[src/rtl/evtcnt_pkg.sv]
package evtcnt_pkg;
    localparam int ADDR_W = 8;
    localparam int DATA_W = 32;

    // address pages and sub-addresses
    localparam logic [1:0] PAGE_EVT  = 2'd0;
    localparam logic [1:0] PAGE_CNT  = 2'd1;
    localparam logic [1:0] PAGE_TRC  = 2'd2;
    localparam logic [1:0] SUB_MASK  = 2'd0;
    localparam logic [1:0] SUB_MATCH = 2'd1;
    localparam logic [1:0] SUB_CFG   = 2'd0;
    localparam logic [1:0] SUB_PRE   = 2'd1;
    localparam logic [1:0] SUB_VAL   = 2'd2;
    localparam logic [1:0] SUB_FLAG  = 2'd3;
    localparam int CFG_LOAD_BIT      = 7;
    localparam int CFG_W             = 7;

    typedef struct packed {
        logic       en;     // bit 6
        logic       dur;    // bit 5
        logic       down;   // bit 4
        logic [3:0] evsel;  // bits 3:0
    } cnt_cfg_t;

    typedef enum logic [1:0] {
        TR_IDLE  = 2'd0,
        TR_LATCH = 2'd1,
        TR_EMIT  = 2'd2
    } trace_state_e;
endpackage

[src/rtl/evtcnt_lane_watch.sv]
module evtcnt_lane_watch #(
    parameter int OFF_LIMIT = 3
) (
    input  logic clk,
    input  logic rst_n,
    input  logic tog_i,
    output logic off_o
);
    localparam int IW = $clog2(OFF_LIMIT + 1);
    localparam logic [IW-1:0] LIMIT = IW'(OFF_LIMIT);

    logic          tog_q;
    logic [IW-1:0] idle_q;

    always_ff @(posedge clk or negedge rst_n) begin
        if (!rst_n) begin
            tog_q  <= 1'b0;
            idle_q <= '0;
        end else begin
            tog_q <= tog_i;
            if (tog_i != tog_q)
                idle_q <= '0;
            else if (idle_q != LIMIT)
                idle_q <= idle_q + 1'b1;
        end
    end

    assign off_o = (idle_q == LIMIT);

    assert_off_hold_R9: assert property (@(posedge clk) disable iff (!rst_n)
        (off_o && (tog_i == tog_q)) |=> off_o);
    assert_wake_R9: assert property (@(posedge clk) disable iff (!rst_n)
        (tog_i != tog_q) |=> !off_o);
endmodule

[src/rtl/evtcnt_matcher.sv]
module evtcnt_matcher #(
    parameter int NUM_LANES = 4,
    parameter int LANE_W    = 8
) (
    input  logic [NUM_LANES*LANE_W-1:0] sample_i,
    input  logic [NUM_LANES*LANE_W-1:0] mask_i,
    input  logic [NUM_LANES*LANE_W-1:0] match_i,
    input  logic [NUM_LANES-1:0]        lane_off_i,
    output logic                        hit_o
);
    logic [NUM_LANES-1:0] lane_used;
    logic                 blocked;
    logic                 pattern_ok;

    for (genvar g = 0; g < NUM_LANES; g++) begin : g_use
        assign lane_used[g] = |mask_i[g*LANE_W +: LANE_W];
    end

    assign blocked    = |(lane_used & lane_off_i);
    assign pattern_ok = (((sample_i ^ match_i) & mask_i) == '0);
    assign hit_o      = pattern_ok && !blocked;
endmodule

[src/rtl/evtcnt_counter.sv]
module evtcnt_counter
    import evtcnt_pkg::*;
#(
    parameter int CNT_W   = 32,
    parameter int NUM_EVT = 4
) (
    input  logic               clk,
    input  logic               rst_n,
    input  cnt_cfg_t           cfg_i,
    input  logic [CNT_W-1:0]   preload_i,
    input  logic               load_i,
    input  logic               flag_clr_i,
    input  logic [NUM_EVT-1:0] evt_i,
    input  logic [NUM_EVT-1:0] evt_prev_i,
    output logic [CNT_W-1:0]   cnt_o,
    output logic               flag_o
);
    localparam logic [4:0] EVT_LIM = 5'(NUM_EVT);

    logic [15:0]      evt_pad;
    logic [15:0]      prev_pad;
    logic             ev_now;
    logic             ev_before;
    logic             step;
    logic             at_limit;
    logic             sat_hit;
    logic [CNT_W-1:0] cnt_q;
    logic             flag_q;

    assign evt_pad  = 16'(evt_i);
    assign prev_pad = 16'(evt_prev_i);

    always_comb begin
        if ({1'b0, cfg_i.evsel} < EVT_LIM) begin
            ev_now    = evt_pad[cfg_i.evsel];
            ev_before = prev_pad[cfg_i.evsel];
        end else begin
            ev_now    = 1'b0;
            ev_before = 1'b0;
        end
        step     = cfg_i.dur ? ev_now : (ev_now && !ev_before);
        at_limit = cfg_i.down ? (cnt_q == '0) : (cnt_q == '1);
        sat_hit  = !load_i && cfg_i.en && step && at_limit;
    end

    always_ff @(posedge clk or negedge rst_n) begin
        if (!rst_n) begin
            cnt_q <= '0;
        end else if (load_i) begin
            cnt_q <= preload_i;
        end else if (cfg_i.en && step && !at_limit) begin
            if (cfg_i.down)
                cnt_q <= cnt_q - 1'b1;
            else
                cnt_q <= cnt_q + 1'b1;
        end
    end

    always_ff @(posedge clk or negedge rst_n) begin
        if (!rst_n)
            flag_q <= 1'b0;
        else if (sat_hit)
            flag_q <= 1'b1;
        else if (flag_clr_i)
            flag_q <= 1'b0;
    end

    assign cnt_o  = cnt_q;
    assign flag_o = flag_q;

    assert_load_R7: assert property (@(posedge clk) disable iff (!rst_n)
        load_i |=> (cnt_q == $past(preload_i)));
    assert_hold_R8: assert property (@(posedge clk) disable iff (!rst_n)
        (!load_i && !cfg_i.en) |=> $stable(cnt_q));
    assert_sat_up_R5: assert property (@(posedge clk) disable iff (!rst_n)
        (!load_i && !cfg_i.down && (cnt_q == '1)) |=> (cnt_q == '1));
    assert_sat_down_R5: assert property (@(posedge clk) disable iff (!rst_n)
        (!load_i && cfg_i.down && (cnt_q == '0)) |=> (cnt_q == '0));
    assert_one_step_R4: assert property (@(posedge clk) disable iff (!rst_n)
        !load_i |=> ((cnt_q == $past(cnt_q)) ||
                     (cnt_q == $past(cnt_q) + CNT_W'(1)) ||
                     (cnt_q == $past(cnt_q) - CNT_W'(1))));
    assert_flag_sticky_R6: assert property (@(posedge clk) disable iff (!rst_n)
        (flag_q && !flag_clr_i) |=> flag_q);
endmodule

[src/rtl/evtcnt_trace_fsm.sv]
module evtcnt_trace_fsm
    import evtcnt_pkg::*;
#(
    parameter int NUM_CNT = 4,
    parameter int CNT_W   = 32
) (
    input  logic                     clk,
    input  logic                     rst_n,
    input  logic                     req_i,
    input  logic [NUM_CNT*CNT_W-1:0] cnt_flat_i,
    output logic                     valid_o,
    output logic [3:0]               id_o,
    output logic [CNT_W-1:0]         data_o
);
    localparam int IDXW = (NUM_CNT > 1) ? $clog2(NUM_CNT) : 1;
    localparam logic [IDXW-1:0] LAST = IDXW'(NUM_CNT - 1);

    trace_state_e    state_q, state_d;
    logic [IDXW-1:0] idx_q;
    logic [CNT_W-1:0] snap_q [NUM_CNT];

    always_comb begin
        state_d = state_q;
        unique case (state_q)
            TR_IDLE:  if (req_i) state_d = TR_LATCH;
            TR_LATCH: state_d = TR_EMIT;
            TR_EMIT:  if (idx_q == LAST) state_d = TR_IDLE;
            default:  state_d = TR_IDLE;
        endcase
    end

    always_ff @(posedge clk or negedge rst_n) begin
        if (!rst_n)
            state_q <= TR_IDLE;
        else
            state_q <= state_d;
    end

    always_ff @(posedge clk or negedge rst_n) begin
        if (!rst_n) begin
            idx_q <= '0;
            for (int c = 0; c < NUM_CNT; c++) snap_q[c] <= '0;
        end else if (state_q == TR_LATCH) begin
            idx_q <= '0;
            for (int c = 0; c < NUM_CNT; c++) snap_q[c] <= cnt_flat_i[c*CNT_W +: CNT_W];
        end else if (state_q == TR_EMIT) begin
            idx_q <= idx_q + 1'b1;
        end
    end

    always_comb begin
        valid_o = 1'b0;
        id_o    = '0;
        data_o  = '0;
        unique case (state_q)
            TR_EMIT: begin
                valid_o = 1'b1;
                id_o    = 4'(idx_q);
                data_o  = snap_q[idx_q];
            end
            default: ;
        endcase
    end

    assert_first_id_R11: assert property (@(posedge clk) disable iff (!rst_n)
        $rose(valid_o) |-> (id_o == 4'd0));
    assert_id_seq_R11: assert property (@(posedge clk) disable iff (!rst_n)
        (valid_o && (id_o != 4'(LAST))) |=> (valid_o && (id_o == $past(id_o) + 4'd1)));
    assert_burst_end_R11: assert property (@(posedge clk) disable iff (!rst_n)
        (valid_o && (id_o == 4'(LAST))) |=> !valid_o);
endmodule

[src/rtl/evtcnt_unit.sv]
module evtcnt_unit
    import evtcnt_pkg::*;
#(
    parameter int NUM_LANES = 4,
    parameter int LANE_W    = 8,
    parameter int NUM_EVT   = 4,
    parameter int NUM_CNT   = 4,
    parameter int CNT_W     = 32,
    parameter int OFF_LIMIT = 3
) (
    input  logic                        clk,
    input  logic                        rst_n,
    input  logic [NUM_LANES*LANE_W-1:0] sample_i,
    input  logic [NUM_LANES-1:0]        lane_tog_i,
    input  logic                        reg_we_i,
    input  logic                        reg_re_i,
    input  logic [7:0]                  reg_addr_i,
    input  logic [31:0]                 reg_wdata_i,
    output logic [31:0]                 reg_rdata_o,
    output logic                        trace_valid_o,
    output logic [3:0]                  trace_id_o,
    output logic [CNT_W-1:0]            trace_data_o
);
    localparam int SAMPLE_W = NUM_LANES * LANE_W;

    logic [1:0] a_page;
    logic [3:0] a_idx;
    logic [1:0] a_sub;
    assign {a_page, a_idx, a_sub} = reg_addr_i;

    logic [SAMPLE_W-1:0]      mask_q  [NUM_EVT];
    logic [SAMPLE_W-1:0]      match_q [NUM_EVT];
    cnt_cfg_t                 cfg_q   [NUM_CNT];
    logic [CNT_W-1:0]         pre_q   [NUM_CNT];
    logic [NUM_CNT-1:0]       load_q;
    logic [NUM_CNT-1:0]       flag_clr;
    logic [NUM_CNT-1:0]       flag;
    logic [NUM_CNT*CNT_W-1:0] cnt_flat;
    logic [NUM_LANES-1:0]     lane_off;
    logic [NUM_EVT-1:0]       evt_now;
    logic [NUM_EVT-1:0]       evt_prev_q;
    logic                     trace_req;
    logic [DATA_W-1:0]        rd_val;
    logic [DATA_W-1:0]        rdata_q;

    // lane clock watchers
    for (genvar g = 0; g < NUM_LANES; g++) begin : g_lane
        evtcnt_lane_watch #(.OFF_LIMIT(OFF_LIMIT)) u_watch (
            .clk   (clk),
            .rst_n (rst_n),
            .tog_i (lane_tog_i[g]),
            .off_o (lane_off[g])
        );
    end

    // event detectors
    for (genvar g = 0; g < NUM_EVT; g++) begin : g_evt
        evtcnt_matcher #(.NUM_LANES(NUM_LANES), .LANE_W(LANE_W)) u_match (
            .sample_i   (sample_i),
            .mask_i     (mask_q[g]),
            .match_i    (match_q[g]),
            .lane_off_i (lane_off),
            .hit_o      (evt_now[g])
        );
    end

    always_ff @(posedge clk or negedge rst_n) begin
        if (!rst_n) evt_prev_q <= '0;
        else        evt_prev_q <= evt_now;
    end

    // counters
    for (genvar g = 0; g < NUM_CNT; g++) begin : g_cnt
        assign flag_clr[g] = reg_we_i && (a_page == PAGE_CNT) && (a_idx == 4'(g)) &&
                             (a_sub == SUB_FLAG) && reg_wdata_i[0];
        evtcnt_counter #(.CNT_W(CNT_W), .NUM_EVT(NUM_EVT)) u_cnt (
            .clk        (clk),
            .rst_n      (rst_n),
            .cfg_i      (cfg_q[g]),
            .preload_i  (pre_q[g]),
            .load_i     (load_q[g]),
            .flag_clr_i (flag_clr[g]),
            .evt_i      (evt_now),
            .evt_prev_i (evt_prev_q),
            .cnt_o      (cnt_flat[g*CNT_W +: CNT_W]),
            .flag_o     (flag[g])
        );
    end

    // event register writes
    always_ff @(posedge clk or negedge rst_n) begin
        if (!rst_n) begin
            for (int e = 0; e < NUM_EVT; e++) begin
                mask_q[e]  <= '0;
                match_q[e] <= '0;
            end
        end else if (reg_we_i && (a_page == PAGE_EVT)) begin
            for (int e = 0; e < NUM_EVT; e++) begin
                if (a_idx == 4'(e)) begin
                    if (a_sub == SUB_MASK)  mask_q[e]  <= reg_wdata_i[SAMPLE_W-1:0];
                    if (a_sub == SUB_MATCH) match_q[e] <= reg_wdata_i[SAMPLE_W-1:0];
                end
            end
        end
    end

    // counter register writes
    always_ff @(posedge clk or negedge rst_n) begin
        if (!rst_n) begin
            load_q <= '0;
            for (int c = 0; c < NUM_CNT; c++) begin
                cfg_q[c] <= '0;
                pre_q[c] <= '0;
            end
        end else begin
            load_q <= '0;
            if (reg_we_i && (a_page == PAGE_CNT)) begin
                for (int c = 0; c < NUM_CNT; c++) begin
                    if (a_idx == 4'(c)) begin
                        if (a_sub == SUB_CFG) begin
                            cfg_q[c]  <= cnt_cfg_t'(reg_wdata_i[CFG_W-1:0]);
                            load_q[c] <= reg_wdata_i[CFG_LOAD_BIT];
                        end
                        if (a_sub == SUB_PRE) pre_q[c] <= reg_wdata_i[CNT_W-1:0];
                    end
                end
            end
        end
    end

    // snapshot trace
    assign trace_req = reg_we_i && (a_page == PAGE_TRC) && (a_idx == 4'd0) &&
                       (a_sub == 2'd0) && reg_wdata_i[0];

    evtcnt_trace_fsm #(.NUM_CNT(NUM_CNT), .CNT_W(CNT_W)) u_trace (
        .clk        (clk),
        .rst_n      (rst_n),
        .req_i      (trace_req),
        .cnt_flat_i (cnt_flat),
        .valid_o    (trace_valid_o),
        .id_o       (trace_id_o),
        .data_o     (trace_data_o)
    );

    // read path
    always_comb begin
        rd_val = '0;
        if (a_page == PAGE_EVT) begin
            for (int e = 0; e < NUM_EVT; e++) begin
                if (a_idx == 4'(e)) begin
                    if (a_sub == SUB_MASK)  rd_val = DATA_W'(mask_q[e]);
                    if (a_sub == SUB_MATCH) rd_val = DATA_W'(match_q[e]);
                end
            end
        end else if (a_page == PAGE_CNT) begin
            for (int c = 0; c < NUM_CNT; c++) begin
                if (a_idx == 4'(c)) begin
                    unique case (a_sub)
                        SUB_CFG:  rd_val = DATA_W'(cfg_q[c]);
                        SUB_PRE:  rd_val = DATA_W'(pre_q[c]);
                        SUB_VAL:  rd_val = DATA_W'(cnt_flat[c*CNT_W +: CNT_W]);
                        SUB_FLAG: rd_val = DATA_W'(flag[c]);
                        default:  rd_val = '0;
                    endcase
                end
            end
        end
    end

    always_ff @(posedge clk or negedge rst_n) begin
        if (!rst_n)        rdata_q <= '0;
        else if (reg_re_i) rdata_q <= rd_val;
    end

    assign reg_rdata_o = rdata_q;

    assert_rdata_hold_R10: assert property (@(posedge clk) disable iff (!rst_n)
        !reg_re_i |=> $stable(reg_rdata_o));
endmodule

[config.mk]
export PLATFORM = sky130hd
export DESIGN_NAME = evtcnt_unit
export DESIGN_NICKNAME = d
export VERILOG_FILES = /design/src/rtl/evtcnt_pkg.sv /design/src/rtl/evtcnt_lane_watch.sv /design/src/rtl/evtcnt_matcher.sv /design/src/rtl/evtcnt_counter.sv /design/src/rtl/evtcnt_trace_fsm.sv /design/src/rtl/evtcnt_unit.sv
export SDC_FILE = /design/constraint.sdc
export NUM_CORES = 2
export LEC_CHECK = 0
export BUFFER_PORTS_ARGS = -buffer_cell sky130_fd_sc_hd__buf_2
export CAP_MARGIN = 30
export CORE_MARGIN = 3
export CORE_UTILIZATION = 58
export CTS_CLUSTER_SIZE = 16
export DETAILED_ROUTE_END_ITERATION = 7
export HOLD_SLACK_MARGIN = 0.03
export PLACE_DENSITY = 0.75
export SLEW_MARGIN = 25
export SYNTH_ARGS = -nofsm -noshare
export SYNTH_HDL_FRONTEND = slang
export SYNTH_HIERARCHICAL = 1
export SYNTH_SLANG_ARGS = --single-unit
[constraint.sdc]
create_clock -name clk -period 9.5 [get_ports clk]
set_input_delay 0.95 -clock clk [delete_from_list [all_inputs] [get_ports clk]]
set_output_delay 0.95 -clock clk [all_outputs]
set_load 0.01 [all_outputs]
==> summary.txt <==
Run status
  • Outcome: completed

Worst setup path
  • Startpoint Class: flop
  • Top delay family on crit path: simple AND/OR/NAND/NOR gates
  • Kind of critical path: reg2reg
  • Worst Reg-to-Reg Cells: 12
  • Worst Path Buf+Inv: 0
  • Slowest CP cell: or4_1
  • Worst setup path startpoint: mask_q[22]
  • FF-to-FF Start: mask_q[22]
  • Worst Setup End Kind: flop
  • Crit path max fanout: 51
  • Critical Path Stages: 12
  • Worst path cell trace: nor4_1 > nand2_1 > a22oi_1 > nand4_1 > nor3_2 > o21ai_0 > mux4_2 > nor4b_4 > nand2_4 > or4_1 > a21o_1 > nand3_1
  • R2r endpoint: g_cnt[2].u_cnt/cnt_o[31]
  • Critical path arrival: 5.03 ns
  • Worst Setup EP: g_cnt[2].u_cnt/cnt_o[31]
  • Slowest stage delay, CP: between 0.5 and 0.6 ns
  • Reg-to-reg slack, setup: approximately 5.1 ns
  • Worst Path Required: between 10 and 15 ns

Run
  • Total of max-cap violations: 0

Clock network
  • H-tree levels: 3
  • Clock Path Buffers: 3
  • CTS Sinks: 728
  • CTS resizes: 0
  • Clock Latency Late Sink: approximately 0.66 ns
  • Post-CTS setup repair buffer count: 0
  • CTS tree: yes
  • # hold bufs at CTS: 0
  • CTS Buf Count: around 80
  • Worst-path clk slew: ~0.06 ns
  • Clock Tree Root: clkbuf_16

Floorplan
  • Starting Density: 0.5906
  • Die footprint: between 70000 and 80000 sq um
  • Die X: between 200 and 300 um
  • # rows: 99
  • Chip height: between 200 and 300 um
  • Ports: 149
  • Core area: approximately 74000 sq um

Finish
  • FF/Latch Area: 18230 sq um
  • Commonest cells after routing, fill and taps aside: dfrtp_1 (724), mux2_2 (572), nand2_1 (249)
  • Most common cell after layout, fill and taps aside: dfrtp_1
  • Multi-input gate area: between 20000 and 25000 sq um
  • Fin util: 0.6458
  • Area Overhead vs Synth: 9.344%
  • Fillcell total: ~5800
  • Share of cells above drive strength 1: 0.2447
  • Total Nets Final: roughly 4300

Timing
  • Final Hold Fails: 0
  • Tmin final: ~4.4 ns
  • Worst-margin pin slew: between 1 and 1.5 ns
  • Worst Skew: 0.02873 ns
  • Final WS setup: between 5 and 6 ns
  • Worst slew margin: 0.2332
  • Fmax achieved: about 230 MHz
  • # setup viols final: 0
  • Fin crit share: 0.4673
  • RSZ-0062 raised after global routing: false
  • Slew Limit Fails: 0
  • Total Neg Setup Slack: 0 ns

Route
  • Wire length per cell: 31.05 um
  • Antenna Nets Post-Route: 0
  • Vias: ~36000
  • Via density: slightly above 7
  • Routed WL: approximately 160000 um
  • DRC violations left: 0
  • Number of DRC markers in iteration 0: roughly 4500
  • Drt first pass iters: 6

Synth
  • Register area share after synthesis: 0.4192
  • Mapped Area: between 40000 and 50000 sq um
  • Syn Inst Count: approximately 4000
  • Synthesized area per cell: between 10 and 15 sq um
  • Top cell type's share of synthesized area: 0.4192
  • Synth area leaders: dfrtp_1 (42%), mux2_2 (15%), mux2i_1 (4.3%)
  • Syn. warnings: 6
  • Distinct cell type count after synthesis: 96
  • Biggest area consumer among synthesized cells: dfrtp_1
  • Top FF cell, synth: dfrtp_1
  • Number of synthesized register bits: roughly 730
  • EDFF count, synth: 0
  • Post-synth ARST share: 1.000

GRT
  • Total GRT Usage: 0.3964
  • Largest net degree at the start of global routing: 173
  • First-pass GRT wire length: around 230000 um
  • Overflow after GRT: 0
  • Vias in the first global route: approximately 35000
  • Initial antenna violation count: 18

Hold path
  • Hold Path Class: in2async

Placed design
  • Setup WS pre-CTS: between 4 and 5 ns
  • Post-DP HPWL: 111400 um
  • IO Port Bufs: roughly 150
  • Routability cong.: about 1.1

Power
  • Leak: about 22 nW
  • Cell Pwr Density: between 200 and 250 nW/um^2
  • Worst VDD drop: approximately 0.17 mV
-- worst min-delay path by stage --
stage                          startpoint                  endpoint  slack (ns)  cells after the start
after detailed placement  reg_rdata_o[26]           reg_rdata_o[26]        0.49                      2
final                               rst_n  g_cnt[3].u_cnt/cnt_o[14]        0.27                      1
after CTS                           rst_n  g_cnt[3].u_cnt/cnt_o[14]        0.31                      1
after global placement          pre_q[43]  g_cnt[2].u_cnt/cnt_o[11]        0.49                      2
after floorplan                 pre_q[35]   g_cnt[2].u_cnt/cnt_o[3]        0.46                      2
after global routing                rst_n  g_cnt[3].u_cnt/cnt_o[14]        0.33                      1
-- layout make-up --
type | instances | share of cell area
sequential | 728 | 0.3836
clock buffer | 120 | 0.05080
inverter | 62 | 0.004898
clock inverter | 22 | 0.005767
timing repair buffer | 196 | 0.02736
tap | 959 | 0.02525
antenna | 13 | 0.0006847
multi-input combinational | 2971 | 0.5017
-- power breakdown --
part	total, W	internal [W]	leakage [nW]	switching [W]
sequential	0.00435	0.00356	9.26	0.000792
clock	0.00319	0.00187	1.33	0.00133
combinational	0.00314	0.00134	11.2	0.00180
-- through the flow --
step	area [sq um]	std cells	hold slack, ns	total power, W
2_1_floorplan	43460	4017	0.4630	0.006275
3_3_place_gp	44560	4906	0.4861	0.007303
3_5_place_dp	44730	4914	0.4898	0.007384
4_1_cts	47420	5056	0.3063	0.01057
5_1_grt	47500	5066	0.3305	0.01107
6_report	47510	5071	0.2682	0.01069
-- cell families (layout without fill, tap and decap cells) --
family	Yosys count	after routing	synth area share
multiplexers	782	782	0.2001
AO/OA/AOI/OAI	1015	1015	0.1627
other	1	15	0.00008630
flip-flops	728	728	0.4192
AND/OR/NAND/NOR	795	795	0.09439
buffers and inverters	318	400	0.03513
XOR/XNOR	242	242	0.04878
adder cells (fa/ha/maj)	135	135	0.03956
-- synth_stat cells (all sizes together), types with 63 or more instances --
cell type  number
a21o           72
a21oi         232
a221oi         67
a22oi          78
buf           142
clkbuf        114
dfrtp         728
ha            131
mux2          583
mux2i         188
nand2         253
nand3          63
nor2          165
nor4           66
o21ai         186
o22ai          77
xor2          181
-- state kept, by name, summed over array words and instances (netlist names) --
register               flops
g_cnt.u_cnt/cnt_o        128
match_q                  128
pre_q                    128
load_q                     4
u_trace/idx_q              2
cfg_q                     28
reg_rdata_o               32
evt_prev_q                 4
g_cnt.u_cnt/flag_o         4
u_trace/state_q            2
u_trace/snap_q           128
g_lane.u_watch/tog_q       4
mask_q                   128
g_lane.u_watch/idle_q      8
-- metal layers --
layer  global-route usage  part of all wire  up-vias
met5                    0           0.00030        -
met4               0.2784             0.084        8
met3               0.1091              0.12      680
met2               0.5798              0.43     2547
met1               0.5116              0.37    17950
li1                     -                 -    15200
No activity file was read; power rests on OpenSTA's default activity.
